`config.mk`:
```
export PLATFORM = sky130hd
export DESIGN_NAME = mgmt_reg_slave
export DESIGN_NICKNAME = d
export VERILOG_FILES = /design/src/rtl/mreg_pkg.sv /design/src/rtl/mdio_frame_rx.sv /design/src/rtl/mreg_bank.sv /design/src/rtl/mgmt_reg_slave.sv
export SDC_FILE = /design/constraint.sdc
export NUM_CORES = 1
export LEC_CHECK = 0
export BUFFER_PORTS_ARGS = -buffer_cell sky130_fd_sc_hd__buf_2
export CELL_PAD_IN_SITES_DETAIL_PLACEMENT = 0
export CELL_PAD_IN_SITES_GLOBAL_PLACEMENT = 1
export CORE_UTILIZATION = 45
export DETAILED_ROUTE_END_ITERATION = 6
export PLACE_DENSITY_LB_ADDON = 0.12
export REMOVE_ABC_BUFFERS = 1
export SETUP_SLACK_MARGIN = 0.5
export SLEW_MARGIN = 20
export SYNTH_ARGS = -nofsm -noshare
export SYNTH_HDL_FRONTEND = slang
export SYNTH_SLANG_ARGS = --single-unit
export TNS_END_PERCENT = 50
```
`constraint.sdc`:
```
create_clock -name clk -period 2.23 [get_ports clk]
set_clock_uncertainty 0.2 [all_clocks]
set_input_delay 0.223 -clock clk [delete_from_list [all_inputs] [get_ports clk]]
set_output_delay 0.223 -clock clk [all_outputs]
set_load 0.01 [all_outputs]
```
`src/rtl/mreg_pkg.sv`:
```
package mreg_pkg;

    typedef enum logic [2:0] {
        FS_PRE,
        FS_ST,
        FS_OP,
        FS_PHY,
        FS_REG,
        FS_TA,
        FS_DATA
    } fstate_t;

    typedef struct packed {
        logic        valid;
        logic [4:0]  addr;
        logic [15:0] data;
    } wr_req_t;

    typedef struct packed {
        logic       byp;
        logic       rptr;
        logic [4:0] addr;
    } strap_t;

    localparam logic [1:0] OP_RD = 2'b10;
    localparam logic [1:0] OP_WR = 2'b01;

    localparam logic [4:0] RA_CTRL  = 5'd0;
    localparam logic [4:0] RA_STAT  = 5'd1;
    localparam logic [4:0] RA_IDHI  = 5'd2;
    localparam logic [4:0] RA_IDLO  = 5'd3;
    localparam logic [4:0] RA_STRAP = 5'd25;

    localparam int CB_RST = 15;
    localparam int CB_SPD = 13;
    localparam int CB_AN  = 12;
    localparam int CB_ISO = 10;
    localparam int CB_DPX = 8;

    localparam logic [15:0] STAT_FIXED = 16'h7809;
    localparam int NLAT = 2;
    localparam int LAT_POS [NLAT] = '{1, 4};

    function automatic logic [15:0] ctrl_default(input logic [4:0] addr);
        logic [15:0] v;
        v = '0;
        v[CB_AN]  = 1'b1;
        v[CB_ISO] = (addr == 5'd0);
        return v;
    endfunction

endpackage

```
`src/rtl/mdio_frame_rx.sv`:
```
module mdio_frame_rx
    import mreg_pkg::*;
#(
    parameter int PRE_LEN = 32
) (
    input  logic        clk,
    input  logic        rst,
    input  logic        mdc,
    input  logic        mdio_i,
    input  logic [4:0]  my_addr,
    output logic        rd_req,
    output logic [4:0]  rd_addr,
    input  logic [15:0] rd_data,
    output wr_req_t     wr,
    output logic        mdio_o,
    output logic        mdio_oe
);
    localparam int PCW = $clog2(PRE_LEN + 1);
    localparam logic [PCW-1:0] PRE_MAX = PCW'(PRE_LEN);

    logic            mdc_q;
    logic            rise, fall;
    fstate_t         st;
    logic [PCW-1:0]  pre_cnt;
    logic [3:0]      cnt;
    logic [15:0]     sh;
    logic            is_rd;
    logic [4:0]      reg_q;
    logic [15:0]     rd_word;
    logic [4:0]      five;
    logic [1:0]      two;
    logic            drive_nxt, bit_nxt;

    assign rise = mdc & ~mdc_q;
    assign fall = ~mdc & mdc_q;
    assign five = {sh[3:0], mdio_i};
    assign two  = {sh[0], mdio_i};

    assign rd_req   = rise && (st == FS_REG) && (cnt == 4'd4) && is_rd;
    assign rd_addr  = five;
    assign wr.valid = rise && (st == FS_DATA) && (cnt == 4'd15) && !is_rd;
    assign wr.addr  = reg_q;
    assign wr.data  = {sh[14:0], mdio_i};

    always_comb begin
        drive_nxt = is_rd && (((st == FS_TA) && (cnt == 4'd1)) || (st == FS_DATA));
        bit_nxt   = (st == FS_DATA) ? rd_word[4'd15 - cnt] : 1'b0;
    end

    always_ff @(posedge clk) begin
        if (rst) begin
            mdc_q   <= 1'b0;
            st      <= FS_PRE;
            pre_cnt <= '0;
            cnt     <= '0;
            sh      <= '0;
            is_rd   <= 1'b0;
            reg_q   <= '0;
            rd_word <= '0;
            mdio_o  <= 1'b0;
            mdio_oe <= 1'b0;
        end else begin
            mdc_q <= mdc;
            if (rise) begin
                sh <= {sh[14:0], mdio_i};
                case (st)
                    FS_PRE: begin
                        if (mdio_i) begin
                            if (pre_cnt != PRE_MAX) pre_cnt <= pre_cnt + 1'b1;
                        end else begin
                            if (pre_cnt == PRE_MAX) st <= FS_ST;
                            pre_cnt <= '0;
                        end
                    end
                    FS_ST: begin
                        st  <= mdio_i ? FS_OP : FS_PRE;
                        cnt <= '0;
                    end
                    FS_OP: begin
                        if (cnt == 4'd0) begin
                            cnt <= 4'd1;
                        end else begin
                            cnt <= '0;
                            case (two)
                                OP_RD:   begin is_rd <= 1'b1; st <= FS_PHY; end
                                OP_WR:   begin is_rd <= 1'b0; st <= FS_PHY; end
                                default: st <= FS_PRE;
                            endcase
                        end
                    end
                    FS_PHY: begin
                        if (cnt == 4'd4) begin
                            cnt <= '0;
                            st  <= (five == my_addr) ? FS_REG : FS_PRE;
                        end else begin
                            cnt <= cnt + 1'b1;
                        end
                    end
                    FS_REG: begin
                        if (cnt == 4'd4) begin
                            cnt   <= '0;
                            reg_q <= five;
                            st    <= FS_TA;
                            if (is_rd) rd_word <= rd_data;
                        end else begin
                            cnt <= cnt + 1'b1;
                        end
                    end
                    FS_TA: begin
                        if (cnt == 4'd1) begin
                            cnt <= '0;
                            st  <= FS_DATA;
                        end else begin
                            cnt <= cnt + 1'b1;
                        end
                    end
                    FS_DATA: begin
                        if (cnt == 4'd15) begin
                            cnt <= '0;
                            st  <= FS_PRE;
                        end else begin
                            cnt <= cnt + 1'b1;
                        end
                    end
                    default: st <= FS_PRE;
                endcase
            end
            if (fall) begin
                mdio_oe <= drive_nxt;
                mdio_o  <= drive_nxt & bit_nxt;
            end
        end
    end

endmodule

```
`src/rtl/mreg_bank.sv`:
```
module mreg_bank
    import mreg_pkg::*;
#(
    parameter logic [15:0] ID_HI = 16'h0A5C,
    parameter logic [15:0] ID_LO = 16'h31E2
) (
    input  logic        clk,
    input  logic        rst,
    input  logic [4:0]  strap_addr,
    input  logic        strap_rptr,
    input  logic        strap_byp,
    input  logic        evt_jabber,
    input  logic        evt_rfault,
    input  logic        rd_req,
    input  logic [4:0]  rd_addr,
    output logic [15:0] rd_data,
    input  wr_req_t     wr,
    output logic [15:0] ctrl_o,
    output logic [4:0]  phy_addr_o,
    output logic        rptr_o,
    output logic        byp_o
);
    strap_t          cfg;
    logic [15:0]     ctrl_q;
    logic [NLAT-1:0] lat_q;
    logic [NLAT-1:0] evts;
    logic            lat_clr;
    logic [15:0]     stat_word;

    assign evts    = {evt_rfault, evt_jabber};
    assign lat_clr = (rd_req && (rd_addr == RA_STAT)) || ctrl_q[CB_RST];

    generate
        for (genvar g = 0; g < NLAT; g++) begin : g_lat
            always_ff @(posedge clk) begin
                if (rst) lat_q[g] <= 1'b0;
                else     lat_q[g] <= evts[g] | (lat_q[g] & ~lat_clr);
            end
        end
    endgenerate

    always_comb begin
        stat_word = STAT_FIXED;
        for (int i = 0; i < NLAT; i++) stat_word[LAT_POS[i]] = lat_q[i];
    end

    always_ff @(posedge clk) begin
        if (rst) begin
            cfg    <= '{byp: strap_byp, rptr: strap_rptr, addr: strap_addr};
            ctrl_q <= ctrl_default(strap_addr);
        end else if (ctrl_q[CB_RST]) begin
            ctrl_q <= ctrl_default(cfg.addr);
        end else if (wr.valid && (wr.addr == RA_CTRL)) begin
            ctrl_q <= wr.data;
        end
    end

    always_comb begin
        case (rd_addr)
            RA_CTRL:  rd_data = ctrl_q;
            RA_STAT:  rd_data = stat_word;
            RA_IDHI:  rd_data = ID_HI;
            RA_IDLO:  rd_data = ID_LO;
            RA_STRAP: rd_data = {9'd0, cfg};
            default:  rd_data = '0;
        endcase
    end

    assign ctrl_o     = ctrl_q;
    assign phy_addr_o = cfg.addr;
    assign rptr_o     = cfg.rptr;
    assign byp_o      = cfg.byp;

endmodule

```
`src/rtl/mgmt_reg_slave.sv`:
```
module mgmt_reg_slave
    import mreg_pkg::*;
#(
    parameter int          PRE_LEN = 32,
    parameter logic [15:0] ID_HI   = 16'h0A5C,
    parameter logic [15:0] ID_LO   = 16'h31E2
) (
    input  logic        clk,
    input  logic        rst,
    input  logic        mdc,
    input  logic        mdio_i,
    input  logic [4:0]  strap_addr,
    input  logic        strap_rptr,
    input  logic        strap_byp,
    input  logic        evt_jabber,
    input  logic        evt_rfault,
    output logic        mdio_o,
    output logic        mdio_oe,
    output logic [15:0] ctrl_o,
    output logic        speed_o,
    output logic        fdx_o,
    output logic [4:0]  phy_addr_o,
    output logic        rptr_o,
    output logic        byp_o
);
    logic        rd_req;
    logic [4:0]  rd_addr;
    logic [15:0] rd_data;
    wr_req_t     wr;

    mdio_frame_rx #(.PRE_LEN(PRE_LEN)) u_rx (
        .clk     (clk),
        .rst     (rst),
        .mdc     (mdc),
        .mdio_i  (mdio_i),
        .my_addr (phy_addr_o),
        .rd_req  (rd_req),
        .rd_addr (rd_addr),
        .rd_data (rd_data),
        .wr      (wr),
        .mdio_o  (mdio_o),
        .mdio_oe (mdio_oe)
    );

    mreg_bank #(.ID_HI(ID_HI), .ID_LO(ID_LO)) u_bank (
        .clk        (clk),
        .rst        (rst),
        .strap_addr (strap_addr),
        .strap_rptr (strap_rptr),
        .strap_byp  (strap_byp),
        .evt_jabber (evt_jabber),
        .evt_rfault (evt_rfault),
        .rd_req     (rd_req),
        .rd_addr    (rd_addr),
        .rd_data    (rd_data),
        .wr         (wr),
        .ctrl_o     (ctrl_o),
        .phy_addr_o (phy_addr_o),
        .rptr_o     (rptr_o),
        .byp_o      (byp_o)
    );

    assign speed_o = ~ctrl_o[CB_AN] & ctrl_o[CB_SPD];
    assign fdx_o   = ~ctrl_o[CB_AN] & ctrl_o[CB_DPX];

endmodule

```
Word level (Yosys, flattened, before mapping)
Index checks and enable logic that the tools add are counted.
{ "word_totals": {"wordCells": 121, "inputBits": 13, "output_inout_bits": 27, "regBits": 78} }
{ "classes": {"bitwise": 15, "add_sub_neg": 3, "n_eq_ne": 26, "reduce_logical": 32, "muxes": 26, "order_cmp": 1} }
{ "op_table": {"columns": ["cell", "count"], "rows": [
  ["16-bit case mux with 5 select lines", 1],
  ["11-bit 2-to-1 mux", 3],
  ["3-bit 2-to-1 mux", 8],
  ["3-bit case mux with 7 select lines", 1],
  ["5-bit zero test", 4],
  ["4-bit case mux with 5 select lines", 1],
  ["4-bit 2-to-1 mux", 3],
  ["6-bit 2-to-1 mux", 2],
  ["5-bit by 2-bit == test with 1-bit output (second input constant)", 2],
  ["1-bit logical AND", 10],
  ["3-bit == test (second input constant)", 3],
  ["2-bit by 1-bit != test with 1-bit output (second input constant)", 4],
  ["2-bit != test (second input constant)", 4],
  ["4-bit AND reduction", 2],
  ["8-bit AND reduction", 1],
  ["1-bit bitwise AND", 7],
  ["6-bit by 1-bit adder with 6-bit output (second input constant)", 1],
  ["3-bit by 2-bit == test with 1-bit output (second input constant)", 2],
  ["6-bit == test (second input constant)", 1],
  ["6-bit != test (second input constant)", 1],
  ["1-bit inverter", 6],
  ["3-bit AND reduction", 2],
  ["2-bit OR reduction", 3],
  ["5-bit by 1-bit == test with 1-bit output (second input constant)", 1],
  ["other kinds (25)", 30]
]} }

Longest topological paths before layout
Gate-level depths: netlist (run 1).
{ "logic_depth": {"depth_word": 10, "depth_mapped": 9, "ltp_nobuf": 6} }

Cells and area by module
From an unflattened synthesis (run 1), not the netlist that was laid out.
{ "unflattened": {"cells_unflattened": 455, "area_unflattened_um2": 3941.3} }
{ "by_module_without_submodules": {"columns": ["mod", "area_each_um2", "seq_area_each_um2", "cells_each", "instances"], "rows": [
  ["mdio_frame_rx", 2656.3, 1061.0, 307, 1],
  ["mreg_bank", 1272.5, 580.6, 146, 1],
  ["mgmt_reg_slave", 12.5, 0.0, 2, 1]
]} }

Least setup slack after synthesis (run 1)
OpenSTA, ideal clock, no wires.
{ "synth_path": {"kind": "register to register", "startpoint": "register u_rx.cnt[1]", "endpoint": "register u_rx.st[0]", "n_path_buf": 0, "path_stages_with_launch": 7, "path_slack_ns": 0.231, "t_arrival_ns": 1.727, "setup_ns": 0.072, "required_time_ns": 1.958, "path_cell_list": "dfxtp_1 -> inv_1 -> ha_1 -> nor3b_1 -> o32ai_1 -> nand4bb_1 -> mux2i_1"} }
{ "synth_between": {"elab_chain_cells": 3, "word_cells_on_any_way": 10, "classes_between": "eq/ne (8); reduce/logical (2)"} }
{ "synth_lines": {"columns": ["element", "line_no", "text"], "rows": [
  ["start, declared", "mdio_frame_rx.sv:25", "logic [3:0] cnt;"],
  ["start signal, assigned", "mdio_frame_rx.sv:96", "cnt <= cnt + 1'b1;"],
  ["start signal, assigned", "mdio_frame_rx.sv:106", "cnt <= cnt + 1'b1;"],
  ["start signal, assigned", "mdio_frame_rx.sv:114", "cnt <= cnt + 1'b1;"],
  ["4-bit by 1-bit == test with 1-bit output (tied with other cells)", "mdio_frame_rx.sv:110", "if (cnt == 4'd1) begin"],
  ["2-bit != test (no line) or 2-bit by 1-bit != test with 1-bit output (tied branches)", null, null],
  ["8-bit AND reduction (no line) (*)", null, null],
  ["end signal, assigned", "mdio_frame_rx.sv:76", "st <= mdio_i ? FS_OP : FS_PRE;"],
  ["end signal, assigned", "mdio_frame_rx.sv:94", "st <= (five == my_addr) ? FS_REG : FS_PRE;"],
  ["end, declared", "mdio_frame_rx.sv:23", "fstate_t st;"]
]} }
Every way passes the cells marked *; elsewhere a longest branch is shown, timed or not.
A chain may end at the register's enable or synchronous reset.

Worst setup path after layout (run 1)
{ "layout_path": {"startpoint": "register u_rx.cnt[0]", "endpoint": "register u_bank.ctrl_q[9], in the netlist u_bank.ctrl_o[9]"} }
{ "layout_between": {"elab_chain_cells": 4} }
{ "layout_lines": {"columns": ["element", "line_no", "text"], "rows": [
  ["4-bit == test", "mdio_frame_rx.sv:41", "assign wr.valid = rise && (st == FS_DATA) && (cnt == 4'd15) && !is_rd;"],
  ["1-bit logical AND (2 in a row)", "mdio_frame_rx.sv:41", null],
  ["1-bit logical AND", "mreg_bank.sv:53", "end else if (wr.valid && (wr.addr == RA_CTRL)) begin"],
  ["end signal, assigned", "mreg_bank.sv:50", "ctrl_q <= ctrl_default(strap_addr);"],
  ["end signal, assigned", "mreg_bank.sv:52", "ctrl_q <= ctrl_default(cfg.addr);"],
  ["end signal, assigned", "mreg_bank.sv:54", "ctrl_q <= wr.data;"],
  ["end, declared", "mreg_bank.sv:24", "logic [15:0] ctrl_q;"]
]} }
No other way between the ends.

==> results of run 1 <==
[flip-flops by register name (all words and copies together), names as in the netlist, 2 cells and up]
| signal | count |
|---|---|
| u_rx.pre_cnt | 6 |
| u_bank.phy_addr_o | 5 |
| u_rx.rd_word | 16 |
| u_rx.st | 3 |
| u_bank.ctrl_o | 16 |
| u_rx.cnt | 4 |
| u_rx.sh | 15 |
| u_rx.reg_q | 5 |
| u_bank.lat_q | 2 |
[placed cells by master (no fill, tap or decap), types with 5 or more instances in the layout]
cell / n
a211oi_1: 5
a21oi_1: 50
a22o_1: 13
a31oi_1: 5
buf_2: 39
buf_4: 43
buf_6: 7
clkbuf_8: 9
dfxtp_1: 62
dlygate4sd3_1: 10
edfxtp_1: 8
inv_1: 15
nand2_1: 55
nand2b_1: 8
nand3_1: 12
nand3b_1: 6
nand4_1: 10
nor2_1: 12
nor2b_1: 9
o32ai_1: 6
[power by group through the flow]
stage          clock network, uW  registers, uW  logic, uW
2_1_floorplan                  0           1490       87.8
3_3_place_gp                   0           1490        189
3_5_place_dp                   0           1490        192
4_1_cts                     1030           1450        226
5_1_grt                     1080           1460        263
6_report                    1010           1450        243
[worst max-delay path, stage by stage (launching register included)]
cell and delay (ns):
dfxtp_4 0.40, ha_4 0.15, and4_4 0.25, nand4_4 0.12
nor3b_4 0.21, clkbuf_16 0.18, a22o_1 0.22
[metal layers]
layer | vias up | part of all wire
met4 | 0 | 0.017
met1 | 1673 | 0.50
met5 | - | 0
met3 | 12 | 0.029
li1 | 1737 | -
met2 | 70 | 0.45
[final cells by class]
cell class / instances / area share
tap: 105 / 0.0260
multi-input combinational: 298 / 0.443
sequential: 78 / 0.329
clock buffer: 9 / 0.0245
clock inverter: 7 / 0.0114
inverter: 20 / 0.0159
timing repair buffer: 102 / 0.150
[per-stage QoR]
| step | worst slack [ns] | total power, uW | hold WS [ns] |
|---|---|---|---|
| floorplan | 0.124 | 1580 | 0.0921 |
| finish | 0.411 | 2700 | 0.0333 |
| detailed placement | 0.0296 | 1680 | 0.202 |
| CTS | 0.403 | 2700 | 0.00320 |
| global route | 0.356 | 2800 | 0.0775 |
| global placement | 0.0653 | 1680 | 0.200 |
[kinds of logic after synthesis]
| logic type | share of synthesized area |
|---|---|
| adders and majority gates | 0.0294 |
| xor gates and xnor gates | 0.0114 |
| muxes | 0.0314 |
| and+or+nand+nor | 0.237 |
| buffers and inverters | 0.0614 |
| AOI/OAI and AO/OA | 0.201 |
| DFF | 0.429 |
[path summary, 6_finish.rpt]
path,from,end,slack [ns],cells after the start
worst min register to register,u_rx.sh[14]$_SDFFE_PP0N_,u_rx.sh[14]$_SDFFE_PP0N_,0.25,2
worst max-delay path,u_rx.cnt[0]$_SDFFE_PP0P_,u_bank.ctrl_o[9]$_SDFFE_PP0P_,0.41,6
worst max register to register,u_rx.cnt[0]$_SDFFE_PP0P_,u_bank.ctrl_o[9]$_SDFFE_PP0P_,0.41,6
worst min-delay path,mdio_i,u_rx.reg_q[0]$_SDFFE_PP0P_,0.03,3
[repair_timing]
item / in CTS / in global routing
buffers inserted: 10 / 9
hold endpoints to repair: 10 / 0
resized for setup: 49 / 35
pin swaps: 13 / 23
setup endpoints to repair: 52 / 55
gates cloned: 1 / 1
hold buffers: 10 / 0
==> flow_summary.toml, run 1 <==
[outcome]
status = "finished clean"

[global_route]
grt_pass1_wl_um = 16400
grt_pass1_vias = 3182
grt_usage = 0.242
grt_overflow = 0
antenna_found_initial = 0
global_route.usage.met3 = 0.0316
top_usage_layer = "met2"
globalRouteMet1Util = 0.349
grt_max_degree = 37
met2_usage = 0.364

[power]
pwr-share-clk = 0.373
pwr-share-comb = 0.090
powerDensity_nw_per_um2 = 535
p_int_uw = 1960
power_switching_uw = 747
leakage_uw = 0.00191
switching_share = 0.276
vdd_drop_max_mv = 0.362
seqPwrFrac = 0.537

[detailed_routing]
drt_first_pass_iters = 4
drt_drc_violations_left = 0
drtAntennaViolNets = 0
viasPerCell = 5.64
drt_iter0_markers = 135
wl_per_cell_um = 16.7
vias = 3492
routed_wl_um = 10300

[logic_synthesis]
yosys-top-cells-area = "dfxtp_1, a21oi_1, edfxtp_1"
yosys_warnings = 0
ys_types = 63
synth_seq_area_share = 0.429
synth_top_area_share = 0.366
synthArstFlopShare = 0
syn-instance-count = 427
netlist_area_um2 = 3830
synth_top_cell_by_area = "dfxtp_1"
ys_seq_elements = 78
synth_top_flop_cell = "dfxtp_1"
synth.most_common_cell = "dfxtp_1"
synth_common_cells = "dfxtp_1, nand2_1, a21oi_1"
avgSynthCellArea_um2 = 8.97
synth_edf_count = 8

[die]
rows = 33
start_util = 0.466
placeableCoreArea_um2 = 8220
die_area_um2 = 8880
die_w_um = 94.2
io_pins = 40
die_h_um = 94.2

[cells_and_area]
area_growth_pct = 31.9
n_fill_cell = 710
final_design_area_no_fill_um2 = 5050
multiInputGateArea_um2 = 2240
regArea_um2 = 1660
utilization = 0.615
final_cells = 619
drive_gt1_frac = 0.335
nets = 531
diodes = 0

[clock_tree]
numCtsBuffers = 9
htreeDepth = 3
insertion_delay_ns = 0.36
cts-root-buf = "clkbuf_8"
cts_tree = "done"
cts_sinks = 78
path_clk_slew_ns = 0.09
clock_path_buffers = 2

[sta]
hold_viol_final = 0
setup_tns_ns = 0
clock.fmax_mhz = 550
tightest_slew_ns = 0.413
relSlewSlack = 0.724
setup_violations = 0
fin_crit_ns = 1.82
grt_setup_unrepaired = "yes"
slew_viol_final = 0
finalCritPeriodShare = 0.816

[critical_path]
required_ns = 2.29
critical_path_class = "reg2reg"
startpoint_type = "flop"
critPathMaxFanout = 7
cp.arrival_ns = 1.88
cp-end-kind = "flop"

[placed_design]
dp_hpwl_um = 7030
postPlaceCellArea_um2 = 4240
dp_cells = 572
gp_congestion = 0.829
port_buffers = 39

[job]
drv_cap = 0

[worst_hold_path]
hold_class = "in2reg"
Power figures use the tool's default switching activity.
==> inputs of run 2 (changes only) <==
--- a/config.mk
+++ b/config.mk
@@ -8,7 +8,7 @@
 export BUFFER_PORTS_ARGS = -buffer_cell sky130_fd_sc_hd__buf_2
 export CELL_PAD_IN_SITES_DETAIL_PLACEMENT = 0
 export CELL_PAD_IN_SITES_GLOBAL_PLACEMENT = 1
-export CORE_UTILIZATION = 45
+export CORE_UTILIZATION = 40
 export DETAILED_ROUTE_END_ITERATION = 6
 export PLACE_DENSITY_LB_ADDON = 0.12
 export REMOVE_ABC_BUFFERS = 1
==> constraint.sdc (replaced) <==
create_clock -name clk -period 1.6 [get_ports clk]
set_clock_uncertainty 0.2 [all_clocks]
set_input_delay 0.16 -clock clk [delete_from_list [all_inputs] [get_ports clk]]
set_output_delay 0.16 -clock clk [all_outputs]
set_load 0.01 [all_outputs]
==> run 2 against run 1 <==
Effect of this change: the flow now finishes with violations (negative setup slack); critical path depth increased by 2; first-iteration DRC count grew 3.0%; power grew 42%; via count rose by 4.6%; clock-buffer cell count increased by 2; sequential power up 39%; worst hold slack improved by 0.023 ns; routed wire length grew 9.0%.
==> flow_summary.toml, run 2 (synthesis gave the netlist of run 1 again) <==
[global_route]
antenna_found_initial = 0
grt_overflow = 0
grt_max_degree = 40
grt_pass1_vias = 3441
grt_pass1_wl_um = 17900
grt_usage = 0.233

[detailed_routing]
viasPerCell = 5.33
routed_wl_um = 11300
drt_first_pass_iters = 4
drtAntennaViolNets = 0
drt_drc_violations_left = 0
vias = 3654
wl_per_cell_um = 16.4
drt_iter0_markers = 139

[power]
leakage_uw = 0.00215
powerDensity_nw_per_um2 = 688
p_int_uw = 2820
seqPwrFrac = 0.523
vdd_drop_max_mv = 0.491
power_switching_uw = 1020
pwr-share-comb = 0.112
total_power_uw = 3850
switching_share = 0.266
pwr-share-clk = 0.365

[die]
die_h_um = 99.8
die_w_um = 99.8
start_util = 0.414
rows = 35
io_pins = 40
die_area_um2 = 9970
placeableCoreArea_um2 = 9240

[clock_tree]
path_clk_slew_ns = 0.09
htreeDepth = 3
clock_path_buffers = 2
numCtsBuffers = 9
insertion_delay_ns = 0.35
cts_tree = "done"
cts_sinks = 78
cts-root-buf = "clkbuf_8"

[sta]
slew_viol_final = 0
finalCritPeriodShare = 1.16
clock.fmax_mhz = 538
fin_crit_ns = 1.86
finalWorstSetupSlack_ns = -0.260
tightest_slew_ns = 0.414
holdWs_ns = 0.0566
relSlewSlack = 0.722
grt_setup_unrepaired = "yes"
setup_violations = 56
hold_viol_final = 0

[worst_hold_path]
hold_class = "in2reg"
hold_depth = 3

[critical_path]
cp.arrival_ns = 1.94
cp-end-kind = "flop"
required_ns = 1.68
critPathMaxFanout = 4
critical_path_class = "reg2reg"
startpoint_type = "flop"
reg2reg_depth = 8

[cells_and_area]
mostFrequentLayoutCell = "buf_4"
diodes = 0
nets = 574
utilization = 0.606
layout_common_cells = "buf_4, dfxtp_1, nand2_1, a21oi_1, buf_2"
multiInputGateArea_um2 = 2320
area_growth_pct = 46.1
drive_gt1_frac = 0.409
n_fill_cell = 853
regArea_um2 = 1660

[placed_design]
port_buffers = 39
gp_congestion = 0.814
dp_hpwl_um = 7920

[outcome]
violations = "negative setup slack"
status = "finished, violations left"

[job]
drv_cap = 0
## run 2: cell count changes in the layout (fill, tap and decap cells not counted), sizes merged
| cell | change |
|---|---|
| clkinv | -2 |
| buf | +44 |
| clkinvlp | +1 |
| clkbuf | +1 |
| inv | -1 |
## run 2: critical path, stage by stage, from the launching register on
cell      delay, ns
dfxtp_4        0.37
inv_2          0.08
ha_4           0.14
and4bb_2       0.26
buf_6          0.12
and3_4         0.22
buf_6          0.12
nand4_1        0.12
a21oi_1        0.17
## run 2: final timing paths
kind | slack, ns | end | start
setup reg to reg | -0.26 | u_rx.rd_word[15]$_SDFFE_PP0P_ | u_rx.cnt[0]$_SDFFE_PP0P_
setup / recovery | -0.26 | u_rx.rd_word[15]$_SDFFE_PP0P_ | u_rx.cnt[0]$_SDFFE_PP0P_
hold reg to reg | 0.26 | u_rx.rd_word[2]$_SDFFE_PP0P_ | u_rx.rd_word[2]$_SDFFE_PP0P_
hold / removal | 0.06 | u_bank.ctrl_o[10]$_DFFE_PP_ | strap_addr[1]
## run 2: layer usage
layer | track usage | routed length (um) | part of all wire | vias to the layer above
met4 | 0.0633 | 68 | 0.0060 | 0
met1 | 0.333 | 5410 | 0.48 | 1759
met5 | 0 | 0 | 0 | -
li1 | - | - | - | 1828
met3 | 0.0376 | 327 | 0.029 | 6
met2 | 0.365 | 5440 | 0.48 | 61
## run 2: power groups by stage
stage	Combinational (uW)	Clock [uW]	Sequential, uW
6_report	430	1400	2010
5_1_grt	464	1530	2020
4_1_cts	406	1450	2010
3_5_place_dp	348	0	2060
3_3_place_gp	346	0	2060
2_1_floorplan	122	0	2070
## run 2: layout make-up
cell class	instances	share of cell area
inverter	20	0.0148
sequential	78	0.296
clock buffer	11	0.0253
timing repair buffer	145	0.213
tap	129	0.0288
multi-input combinational	298	0.415
clock inverter	5	0.00716
## run 2: what timing repair did
item                                   4_1_cts  5_1_grt
pin swaps                                   49       22
setup endpoints to repair                   98       98
hold buffers                                10        0
buffers inserted                             7       10
gates cloned                                 1        1
endpoints found under the hold margin       10        0
gates resized for setup                     75       43
## run 2: per-stage QoR
stage	instance area, um2	instances	worst slack (ns)	TNS [ns]
final	5600	686	-0.260	-7.76
after global routing	5600	686	-0.326	-11.32
after CTS	5330	675	-0.222	-8.17
after detailed placement	4640	641	-0.566	-18.48
after global placement	4640	641	-0.569	-18.10
after floorplan	3670	396	-0.506	-17.12
